===== config.mk =====
export PLATFORM = sky130hd
export DESIGN_NAME = chan_evt_flags
export DESIGN_NICKNAME = d
export VERILOG_FILES = /design/src/rtl/chan_flag_pkg.sv /design/src/rtl/chan_flag_clr.sv /design/src/rtl/chan_flag_irq.sv /design/src/rtl/chan_evt_flags.sv
export SDC_FILE = /design/constraint.sdc
export NUM_CORES = 1
export LEC_CHECK = 0
export BUFFER_PORTS_ARGS = -buffer_cell sky130_fd_sc_hd__buf_4
export CORE_MARGIN = 4
export CORE_UTILIZATION = 33
export DETAILED_ROUTE_END_ITERATION = 8
export PLACE_DENSITY = 0.87
export SYNTH_ARGS = -nofsm -noshare
export SYNTH_HDL_FRONTEND = slang
export SYNTH_SLANG_ARGS = --single-unit

===== constraint.sdc =====
create_clock -name clk -period 2.2 [get_ports clk]
set_clock_uncertainty 0.15 [all_clocks]
set_input_delay 0.44 -clock clk [delete_from_list [all_inputs] [get_ports clk]]
set_output_delay 0.44 -clock clk [all_outputs]
set_load 0.05 [all_outputs]

===== src/rtl/chan_flag_pkg.sv =====
package chan_flag_pkg;
    localparam int NUM_CH = 8;

    typedef struct packed {
        logic [NUM_CH-1:0] flags;
    } flag_state_t;
endpackage


===== src/rtl/chan_flag_clr.sv =====
module chan_flag_clr #(
    parameter int N = 8
) (
    input  logic         wr_en_i,
    input  logic [N-1:0] wr_data_i,
    input  logic         fast_clr_en_i,
    input  logic [N-1:0] is_cmp_i,
    input  logic [N-1:0] cap_rd_i,
    input  logic [N-1:0] cmp_wr_i,
    output logic [N-1:0] clr_o
);
    for (genvar g = 0; g < N; g++) begin : g_ch
        logic acc_hit;
        // access type chosen by channel mode
        assign acc_hit = is_cmp_i[g] ? cmp_wr_i[g] : cap_rd_i[g];
        assign clr_o[g] = (wr_en_i & wr_data_i[g]) | (fast_clr_en_i & acc_hit);
    end
endmodule


===== src/rtl/chan_flag_irq.sv =====
module chan_flag_irq #(
    parameter int N = 8
) (
    input  logic [N-1:0] flags_i,
    input  logic [N-1:0] mask_i,
    output logic         irq_o
);
    assign irq_o = |(flags_i & mask_i);
endmodule


===== src/rtl/chan_evt_flags.sv =====
module chan_evt_flags
    import chan_flag_pkg::*;
#(
    parameter int N = NUM_CH
) (
    input  logic         clk,
    input  logic         rst_n,
    input  logic [N-1:0] evt_i,
    input  logic         wr_en_i,
    input  logic [N-1:0] wr_data_i,
    input  logic         fast_clr_en_i,
    input  logic [N-1:0] is_cmp_i,
    input  logic [N-1:0] cap_rd_i,
    input  logic [N-1:0] cmp_wr_i,
    input  logic [N-1:0] irq_mask_i,
    output logic [N-1:0] flags_o,
    output logic         irq_o
);
    typedef struct packed {
        logic [N-1:0] flags;
    } state_t;

    state_t       st_d, st_q;
    logic [N-1:0] clr;

    chan_flag_clr #(.N(N)) u_clr (
        .wr_en_i      (wr_en_i),
        .wr_data_i    (wr_data_i),
        .fast_clr_en_i(fast_clr_en_i),
        .is_cmp_i     (is_cmp_i),
        .cap_rd_i     (cap_rd_i),
        .cmp_wr_i     (cmp_wr_i),
        .clr_o        (clr)
    );

    always_comb begin
        st_d = st_q;
        // events win over clears
        st_d.flags = (st_q.flags & ~clr) | evt_i;
    end

    always_ff @(posedge clk or negedge rst_n) begin
        if (!rst_n) st_q <= '0;
        else        st_q <= st_d;
    end

    assign flags_o = st_q.flags;

    chan_flag_irq #(.N(N)) u_irq (
        .flags_i(st_q.flags),
        .mask_i (irq_mask_i),
        .irq_o  (irq_o)
    );
endmodule


==> flow_summary.ini, run 1 <==
[global_route]
vias_in_the_first_global_route = 655
grt_util_all_layers_pct = 17.2
grt_start_max_net_pins = 9
antenna_found_initial = 0
grt_pass1_wl_mm = 2.60
gr_overflow_total = 0

[clock_tree]
clockBufferDepth = 2
worst_skew_pair.late_latency_ns = 0.25
worst_setup_hold_path_clk_slew_ns = 0.05
cts_tree = built
clockRootBuffer = sky130_fd_sc_hd__clkbuf_4
cts.repair_timing.setup_buffer_count = 0
tritoncts_num_sinks = 8
cts_made_buffers = 3
cts_htree_levels = 1

[timing]
max_freq_ghz = 0.552
tns_ns = 0
setup_viol = 0
post_route_fraction_of_the_period_consumed_by_the_critical_path_pct = 82.4
timing_worst_slew_pin_value_ns = 0.251
post-route-min-period_ns = 1.81
worst_slew_margin_rel_pct = 83.3
finalHoldViolCount = 0
setup_repair_after_global_routing_missed_its_margin = no
final-max-slew-violation-count = 0

[die]
die_height_um = 46.8
floorplan.initialDensity_pct = 36.4
die-area_um2 = 2190
fp.coreArea_um2 = 1370
die_width_um = 46.8
std_cell_rows = 13
design.portCount = 61

[final_layout]
antenna_cells_inserted = 0
final-seq-area_um2 = 200
final_cells = 124
n_fill_cell = 113
layout.nets = 163
multi_input_area_um2 = 297
synthToLayoutAreaGrowth_pct = 101
drive_above_1_share_pct = 57.8
largest_register_ffs = 8

[logic_synthesis]
post-synth-top-area-fraction_pct = 40.3
synth_cell_type_count = 7
synth_seq_cells = 8
syn-cell-area_um2 = 497
syn-num-nets = 97
yosys-top-cells-area = sky130_fd_sc_hd__dfrtp_1 40%, sky130_fd_sc_hd__mux2i_1 16%, sky130_fd_sc_hd__o22a_1 14%
synth.avg_cell_area_um2 = 11.0
syn_inst = 45
netlist.top_cell.by_area = sky130_fd_sc_hd__dfrtp_1
synth_warnings = 0
yosysSeqAreaShare_pct = 40.3

[worst_hold_path]
hold_path_class = in -> reg
hold_path_startpoint = evt_i[2]
worstHoldEndpoint = flags_o[2]
min_path_cells = 2

[critical_path]
critical_path_sink_type = primary output
rr_endpoint = flags_o[3]
critical_path.max_fanout = 3
setup.worst_path.start_class = register
timing.critical_path.required_ns = 1.61
worst-endpoint-arrival_ns = 1.22
ff2ff_setup_slack_ns = 1.20
crit_type = reg -> out
reg2reg_depth = 2
rr_startpoint = flags_o[3]

[drt]
dr_total_vias = 635
postRouteAntennaNets = 0
route.detailed.drc = 0
finalWirelength_mm = 1.75
avgRoutedWirePerCell_um = 14.1
route.detailed.vias_per_inst = 5.12
first_drt_iteration_drcs = 7
drt_first_pass_iters = 4

[placed_design]
portBuffers = 60
place.detailed.hpwl_mm = 1.46
finalWeightedCongestion = 0.660
dp_cells = 120

[power]
total_power_uw = 502
vdd_ir_drop_max_v = 0.000448
leakagePower_uw = 0.000512
ratio_of_total_power_to_cell_area_nw_per_um2 = 503

[status]
run_status = finished clean

[job]
drv_cap = 0
critical path, cell delays in order (launching register included):
cell and delay, ns:
sky130_fd_sc_hd__dfrtp_1 0.38, sky130_fd_sc_hd__a22oi_1 0.25, sky130_fd_sc_hd__nand4_1 0.13, sky130_fd_sc_hd__buf_4 0.21
worst max-delay path by stage:
stage,endpoint,start,depth (start not counted)
5_1_grt,irq_o,flags_o[1],3
2_1_floorplan,irq_o,flags_o[0],2
6_report,irq_o,flags_o[0],3
3_3_place_gp,irq_o,irq_mask_i[0],4
4_1_cts,irq_o,flags_o[1],3
3_5_place_dp,irq_o,irq_mask_i[1],4
per-layer routing:
layer | up-vias | wire length [um] | track usage [%]
met4 | 0 | 6 | 3.31
met5 | - | 0 | 0
met2 | 50 | 782 | 27.9
met3 | 2 | 301 | 7.66
met1 | 277 | 654 | 21.2
li1 | 306 | - | -
cell usage after synthesis:
cell	instances
sky130_fd_sc_hd__a21boi_1	8
sky130_fd_sc_hd__dfrtp_1	8
sky130_fd_sc_hd__mux2i_1	8
sky130_fd_sc_hd__nand2b_1	8
sky130_fd_sc_hd__o22a_1	8
sky130_fd_sc_hd__a22oi_1	4
sky130_fd_sc_hd__nand4_1	1
layout make-up:
cell class,count,area share [%]
clock buffers,3,2.26
multi-input cells,37,29.7
repair buffers,61,46.1
well taps,15,1.88
flip-flops and latches,8,20.1
metrics by stage:
stage | setup WS, ns | area, um2 | hold slack, ns | utilization, %
6_report | 0.387 | 998 | 0.278 | 73.1
4_1_cts | 0.391 | 998 | 0.273 | 73.1
5_1_grt | 0.344 | 998 | 0.266 | 73.1
3_5_place_dp | 0.493 | 966 | 0.112 | 70.7
2_1_floorplan | 0.327 | 497 | -0.00559 | -
3_3_place_gp | 0.507 | 966 | 0.110 | 70.7
kinds of logic (layout without fill, tap and decap cells):
group | after synthesis | in the layout | synth area share, %
AOI/OAI and AO/OA | 20 | 20 | 32.2
buffers and inverters | 0 | 64 | 0
DFF | 8 | 8 | 40.3
muxes | 8 | 8 | 16.1
and+or+nand+nor | 9 | 9 | 11.3
power breakdown:
group / internal [uW] / leakage [uW] / switching [uW]
clock: 62.2 / 0.0000138 / 46.2
sequential: 163 / 0.0000868 / 12.4
combinational: 114 / 0.000411 / 105
layout by cell type, fill, tap and decap left out, drive strengths merged:
master and instances:
mux2i 8, dfrtp 8, o22a 8, dlygate4sd3 1
clkbuf 3, nand4 1, a21boi 8, nand2b 8
a22oi 4, buf 60
repair_timing:
| item | 4_1_cts | 5_1_grt |
|---|---|---|
| hold endpoints to repair | 8 | 0 |
| resized for setup | 0 | 0 |
| hold buffers | 1 | 0 |
No activity file was read; power rests on OpenSTA's default activity.
==> inputs of run 2 (changes only) <==
--- a/config.mk
+++ b/config.mk
@@ -7,9 +7,9 @@
 export LEC_CHECK = 0
 export BUFFER_PORTS_ARGS = -buffer_cell sky130_fd_sc_hd__buf_4
 export CORE_MARGIN = 4
-export CORE_UTILIZATION = 33
+export CORE_UTILIZATION = 28
 export DETAILED_ROUTE_END_ITERATION = 8
-export PLACE_DENSITY = 0.87
+export PLACE_DENSITY = 0.8
 export SYNTH_ARGS = -nofsm -noshare
 export SYNTH_HDL_FRONTEND = slang
 export SYNTH_SLANG_ARGS = --single-unit
==> constraint.sdc (replaced) <==
create_clock -name clk -period 1.5 [get_ports clk]
set_clock_uncertainty 0.15 [all_clocks]
set_input_delay 0.3 -clock clk [delete_from_list [all_inputs] [get_ports clk]]
set_output_delay 0.3 -clock clk [all_outputs]
set_load 0.05 [all_outputs]
==> run 2 against run 1 <==
  * The flow now finishes with violations (negative setup slack)
  * First-iteration DRC count shrank 71%
  * Count of clock-buffer cells in the layout is the same
  * Via count shrank 0.47%
  * Critical path type unchanged
  * Critical endpoint unchanged
  * Largest cell class unchanged
  * Largest power group unchanged
==> flow_summary.ini, run 2 (synthesis gave the netlist of run 1 again) <==
[clock_tree]
cts_htree_levels = 1
clockBufferDepth = 2
tritoncts_num_sinks = 8
cts_made_buffers = 3
worst_setup_hold_path_clk_slew_ns = 0.05
cts_tree = built
clockRootBuffer = sky130_fd_sc_hd__clkbuf_4
worst_skew_pair.late_latency_ns = 0.24

[placed_design]
place.detailed.hpwl_mm = 1.58
pre_cts_ws_ns = 0.110
finalWeightedCongestion = 0.675
dp_cells = 129
area_post_placement_um2 = 987
portBuffers = 60

[critical_path]
setup.worst_path.start_class = register
rr_startpoint = flags_o[4]
critical_path_sink_type = primary output
rr_endpoint = flags_o[4]
timing.critical_path.max_delay_family = flip-flops
timing.critical_path.required_ns = 1.05
critical_path.max_stage_delay_ns = 0.42
reg2reg_depth = 3
crit_chain = a22oi_2 > nand4_1 > buf_6
critical_path.max_fanout = 3
ff2ff_setup_slack_ns = 0.38
crit_buf_inv = 1
crit_path_top_delay_cell = sky130_fd_sc_hd__dfrtp_2
worst-endpoint-arrival_ns = 1.14
crit_type = reg -> out

[power]
power_report.internal_total_uw = 509
leakagePower_uw = 0.000512
share_clk_of_total_power_pct = 21.0
sequentialPowerShare_pct = 34.9
pwr-share-comb_pct = 44.1
ratio_of_total_power_to_cell_area_nw_per_um2 = 722
vdd_ir_drop_max_v = 0.000438
power_switching_uw = 246
power_switching_share_pct = 32.5

[global_route]
antenna_found_initial = 0
grt_pass1_wl_mm = 3.10
grt_util_all_layers_pct = 15.6
vias_in_the_first_global_route = 716
gr_overflow_total = 0
grt_start_max_net_pins = 9

[drt]
dr_total_vias = 632
drt_first_pass_iters = 2
route.detailed.vias_per_inst = 4.72
first_drt_iteration_drcs = 2
finalWirelength_mm = 1.91
route.detailed.drc = 0
postRouteAntennaNets = 0
avgRoutedWirePerCell_um = 14.2

[status]
failed_checks = negative setup slack
run_status = complete, but fails checks

[final_layout]
layout.nets = 164
non_filler_cell_area_final_um2 = 1050
final_cells = 134
synthToLayoutAreaGrowth_pct = 111
largest_register_ffs = 8
final-seq-area_um2 = 210
layout_commonest_cell = sky130_fd_sc_hd__buf_4
drive_above_1_share_pct = 68.2
multi_input_area_um2 = 312
n_fill_cell = 142
finalCoreUtilization_pct = 65.6
antenna_cells_inserted = 0

[job]
drv_cap = 0

[die]
std_cell_rows = 14
fp.coreArea_um2 = 1590
die_height_um = 50.1
design.portCount = 61
floorplan.initialDensity_pct = 31.2
die-area_um2 = 2510
die_width_um = 50.1

[timing]
final-max-slew-violation-count = 0
setup_repair_after_global_routing_missed_its_margin = yes
max_freq_ghz = 0.631
timing_worst_slew_pin_value_ns = 0.164
post_route_fraction_of_the_period_consumed_by_the_critical_path_pct = 106
post-route-min-period_ns = 1.59
finalHoldViolCount = 0
setup_viol = 1
setup_slack_ns = -0.0859
fin_worst_hold_slack_ns = 0.144
worst_slew_margin_rel_pct = 88.7

[worst_hold_path]
min_path_cells = 2
hold_path_class = in -> reg
worstHoldEndpoint = flags_o[7]
hold_path_startpoint = evt_i[7]
## run 2: area by class of cell
cell class / count / area share, %
sequential: 8 / 20.1
multi-input combinational: 37 / 29.8
timing repair buffer: 62 / 45.1
tap: 24 / 2.87
clock buffer: 3 / 2.15
## run 2: timing repair
item / CTS / global route
hold buffers: 1 / 0
endpoints found under the hold margin: 8 / 0
gates resized for setup: 3 / 1
setup buffers: 1 / 0
pin swaps: 1 / 1
setup endpoints to repair: 1 / 1
## run 2: metal layers
metal / vias up / global-route usage [%] / share of wire [%]
met4: 0 / 2.76 / 0
met3: 0 / 6.02 / 14
li1: 307 / - / -
met5: - / 0 / 0
met2: 36 / 30.0 / 53
met1: 289 / 15.9 / 32
## run 2: worst register-to-register path, delay by kind of cell, from the launching register on
family	cells	cell delay [ns]
flops	1	0.41
compound gates	2	0.31
buf+inv	1	0.14
## run 2: worst max path at each step
stage                     endpoint     startpoint  slack (ns)  cells after the start
after floorplan              irq_o     flags_o[5]       -0.15                      2
after CTS                    irq_o     flags_o[3]       -0.09                      3
final                        irq_o     flags_o[1]       -0.09                      3
after global placement       irq_o  irq_mask_i[5]        0.13                      4
after detailed placement     irq_o  irq_mask_i[3]        0.11                      4
after global routing         irq_o     flags_o[1]       -0.16                      3
## run 2: power groups by stage
stage                     clock, uW  combinational [uW]  sequential (uW)
final                           158                 333              264
after global routing            176                 356              267
after global placement            0                 315              264
after detailed placement          0                 321              264
after floorplan                   0                73.5              342
after CTS                       167                 333              262
## run 2: metrics by stage
| step | setup TNS (ns) | power [uW] |
|---|---|---|
| floorplan | -0.145 | 416 |
| global route | -0.160 | 800 |
| finish | -0.0859 | 755 |
| global placement | 0 | 579 |
| CTS | -0.0877 | 761 |
| detailed placement | 0 | 586 |
==> inputs of run 3 (changes only) <==
--- a/config.mk
+++ b/config.mk
@@ -9,6 +9,7 @@
 export CORE_MARGIN = 4
 export CORE_UTILIZATION = 28
 export DETAILED_ROUTE_END_ITERATION = 8
+export GPL_TIMING_DRIVEN = 0
 export PLACE_DENSITY = 0.8
 export SYNTH_ARGS = -nofsm -noshare
 export SYNTH_HDL_FRONTEND = slang
==> run 3 against run 2 <==
  * Non-clock buffer count did not move
  * Clock power is essentially flat
  * Worst setup slack worse by 0.0023 ns
  * Register-to-register slack barely moved
  * Largest cell class unchanged
  * Critical endpoint unchanged
  * Flip-flop and latch count unchanged
  * Global-route usage down 1.3 points
  * Sequential power is essentially flat
  * Largest power group unchanged
  * Total power shrank 0.83%
  * Design area unchanged
  * Count of clock-buffer cells in the layout did not move
  * The run still ends with negative setup slack left
  * Critical path depth did not move
==> flow_summary.ini, run 3 (synthesis gave the netlist of run 1 again) <==
[final_layout]
n_fill_cell = 144
largest_register_ffs = 8
antenna_cells_inserted = 0
drive_above_1_share_pct = 68.2
layout.nets = 164
layout_commonest_cell = sky130_fd_sc_hd__buf_4
non_filler_cell_area_final_um2 = 1050
final_cells = 134
synthToLayoutAreaGrowth_pct = 111

[critical_path]
timing.critical_path.required_ns = 1.05
critical_path_sink_type = primary output
worst-endpoint-arrival_ns = 1.14
rr_endpoint = flags_o[3]
reg2reg_depth = 3
rr_startpoint = flags_o[3]
critical_path.max_fanout = 3
crit_type = reg -> out
ff2ff_setup_slack_ns = 0.39
setup.worst_path.start_class = register

[drt]
dr_total_vias = 616
route.detailed.vias_per_inst = 4.60
drt_first_pass_iters = 4
topRoutingLayerUsed = met3
route.detailed.drc = 0
finalWirelength_mm = 1.70
met2_wirelength_um = 833
routed-wl-met3_um = 257
avgRoutedWirePerCell_um = 12.7
first_drt_iteration_drcs = 6
wl_met1_um = 608
postRouteAntennaNets = 0

[clock_tree]
tritoncts_num_sinks = 8
cts_tree = built
cts_htree_levels = 1
worst_setup_hold_path_clk_slew_ns = 0.05
clockRootBuffer = sky130_fd_sc_hd__clkbuf_4
clockBufferDepth = 2
cts_made_buffers = 3
worst_skew_pair.late_latency_ns = 0.24

[worst_hold_path]
worstHoldEndpoint = flags_o[7]
min_path_cells = 2
hold_path_startpoint = evt_i[7]
hold_path_class = in -> reg

[job]
drv_cap = 0

[timing]
post_route_fraction_of_the_period_consumed_by_the_critical_path_pct = 106
post-route-min-period_ns = 1.59
timing_worst_slew_pin_value_ns = 0.130
max_freq_ghz = 0.630
finalHoldViolCount = 0
tns_ns = -0.0882
fin_worst_hold_slack_ns = 0.140
worst_slew_margin_rel_pct = 91.1
setup_slack_ns = -0.0882
setup_viol = 1
final-max-slew-violation-count = 0
setup_repair_after_global_routing_missed_its_margin = yes

[die]
floorplan.initialDensity_pct = 31.2
design.portCount = 61
die_height_um = 50.1
die-area_um2 = 2510
std_cell_rows = 14
fp.coreArea_um2 = 1590
die_width_um = 50.1

[status]
run_status = complete, but fails checks
failed_checks = negative setup slack

[power]
power_report.internal_total_uw = 509
pwr-share-comb_pct = 44.0
share_clk_of_total_power_pct = 21.0
power_switching_share_pct = 32.0
total_power_uw = 748
ratio_of_total_power_to_cell_area_nw_per_um2 = 716
power_switching_uw = 240
leakagePower_uw = 0.000512
sequentialPowerShare_pct = 35.0
vdd_ir_drop_max_v = 0.000380

[global_route]
grt_util_all_layers_pct = 14.3
grt_pass1_wl_mm = 2.79
grt_start_max_net_pins = 9
vias_in_the_first_global_route = 660
antenna_found_initial = 0
gr_overflow_total = 0

[placed_design]
area_post_placement_um2 = 987
finalWeightedCongestion = 0.659
dp_cells = 129
portBuffers = 60
run 3: cell type report:
cell class | count | area (um2) | area share (%)
Timing Repair Buffer | 62 | 472 | 45.1
Multi-Input combinational cell | 37 | 312 | 29.8
Sequential cell | 8 | 210 | 20.1
Tap cell | 24 | 30.0 | 2.87
Clock buffer | 3 | 22.5 | 2.15
run 3: stage by stage:
step / setup WS (ns) / utilization, %
2_1_floorplan: -0.145 / -
3_3_place_gp: 0.113 / 61.9
3_5_place_dp: 0.100 / 61.9
4_1_cts: -0.0994 / 65.6
5_1_grt: -0.181 / 65.6
6_report: -0.0882 / 65.6
run 3: timing repair:
item | in CTS | in global routing
buffers inserted | 1 | 0
endpoints found under the setup margin | 1 | 1
hold buffers | 1 | 0
hold endpoints to repair | 8 | 0
pin swaps | 2 | 1
gates resized for setup | 4 | 0
run 3: metal layers:
metal	up-vias	global-route usage, %
li1	310	-
met5	-	0
met3	0	7.83
met1	268	14.9
met4	0	3.69
met2	38	24.8
run 3: worst max path at each step:
stage                   from  endpoint  slack (ns)  cells past startpoint
2_1_floorplan     flags_o[5]     irq_o       -0.15                      2
3_3_place_gp   irq_mask_i[5]     irq_o        0.11                      4
3_5_place_dp   irq_mask_i[5]     irq_o         0.1                      4
4_1_cts           flags_o[5]     irq_o        -0.1                      3
5_1_grt           flags_o[3]     irq_o       -0.18                      3
6_report          flags_o[5]     irq_o       -0.09                      3
run 3: power groups by stage:
stage,logic [uW],clock network [uW],registers [uW]
CTS,333,168,262
floorplan,73.5,0,342
detailed placement,320,0,263
global route,352,190,266
finish,330,157,262
global placement,315,0,263
run 3: worst max-delay path, cell delays in order (launching register included):
cell and delay [ns]:
sky130_fd_sc_hd__dfrtp_2 0.41, sky130_fd_sc_hd__a22oi_2 0.17, sky130_fd_sc_hd__nand4_1 0.14, sky130_fd_sc_hd__buf_6 0.18
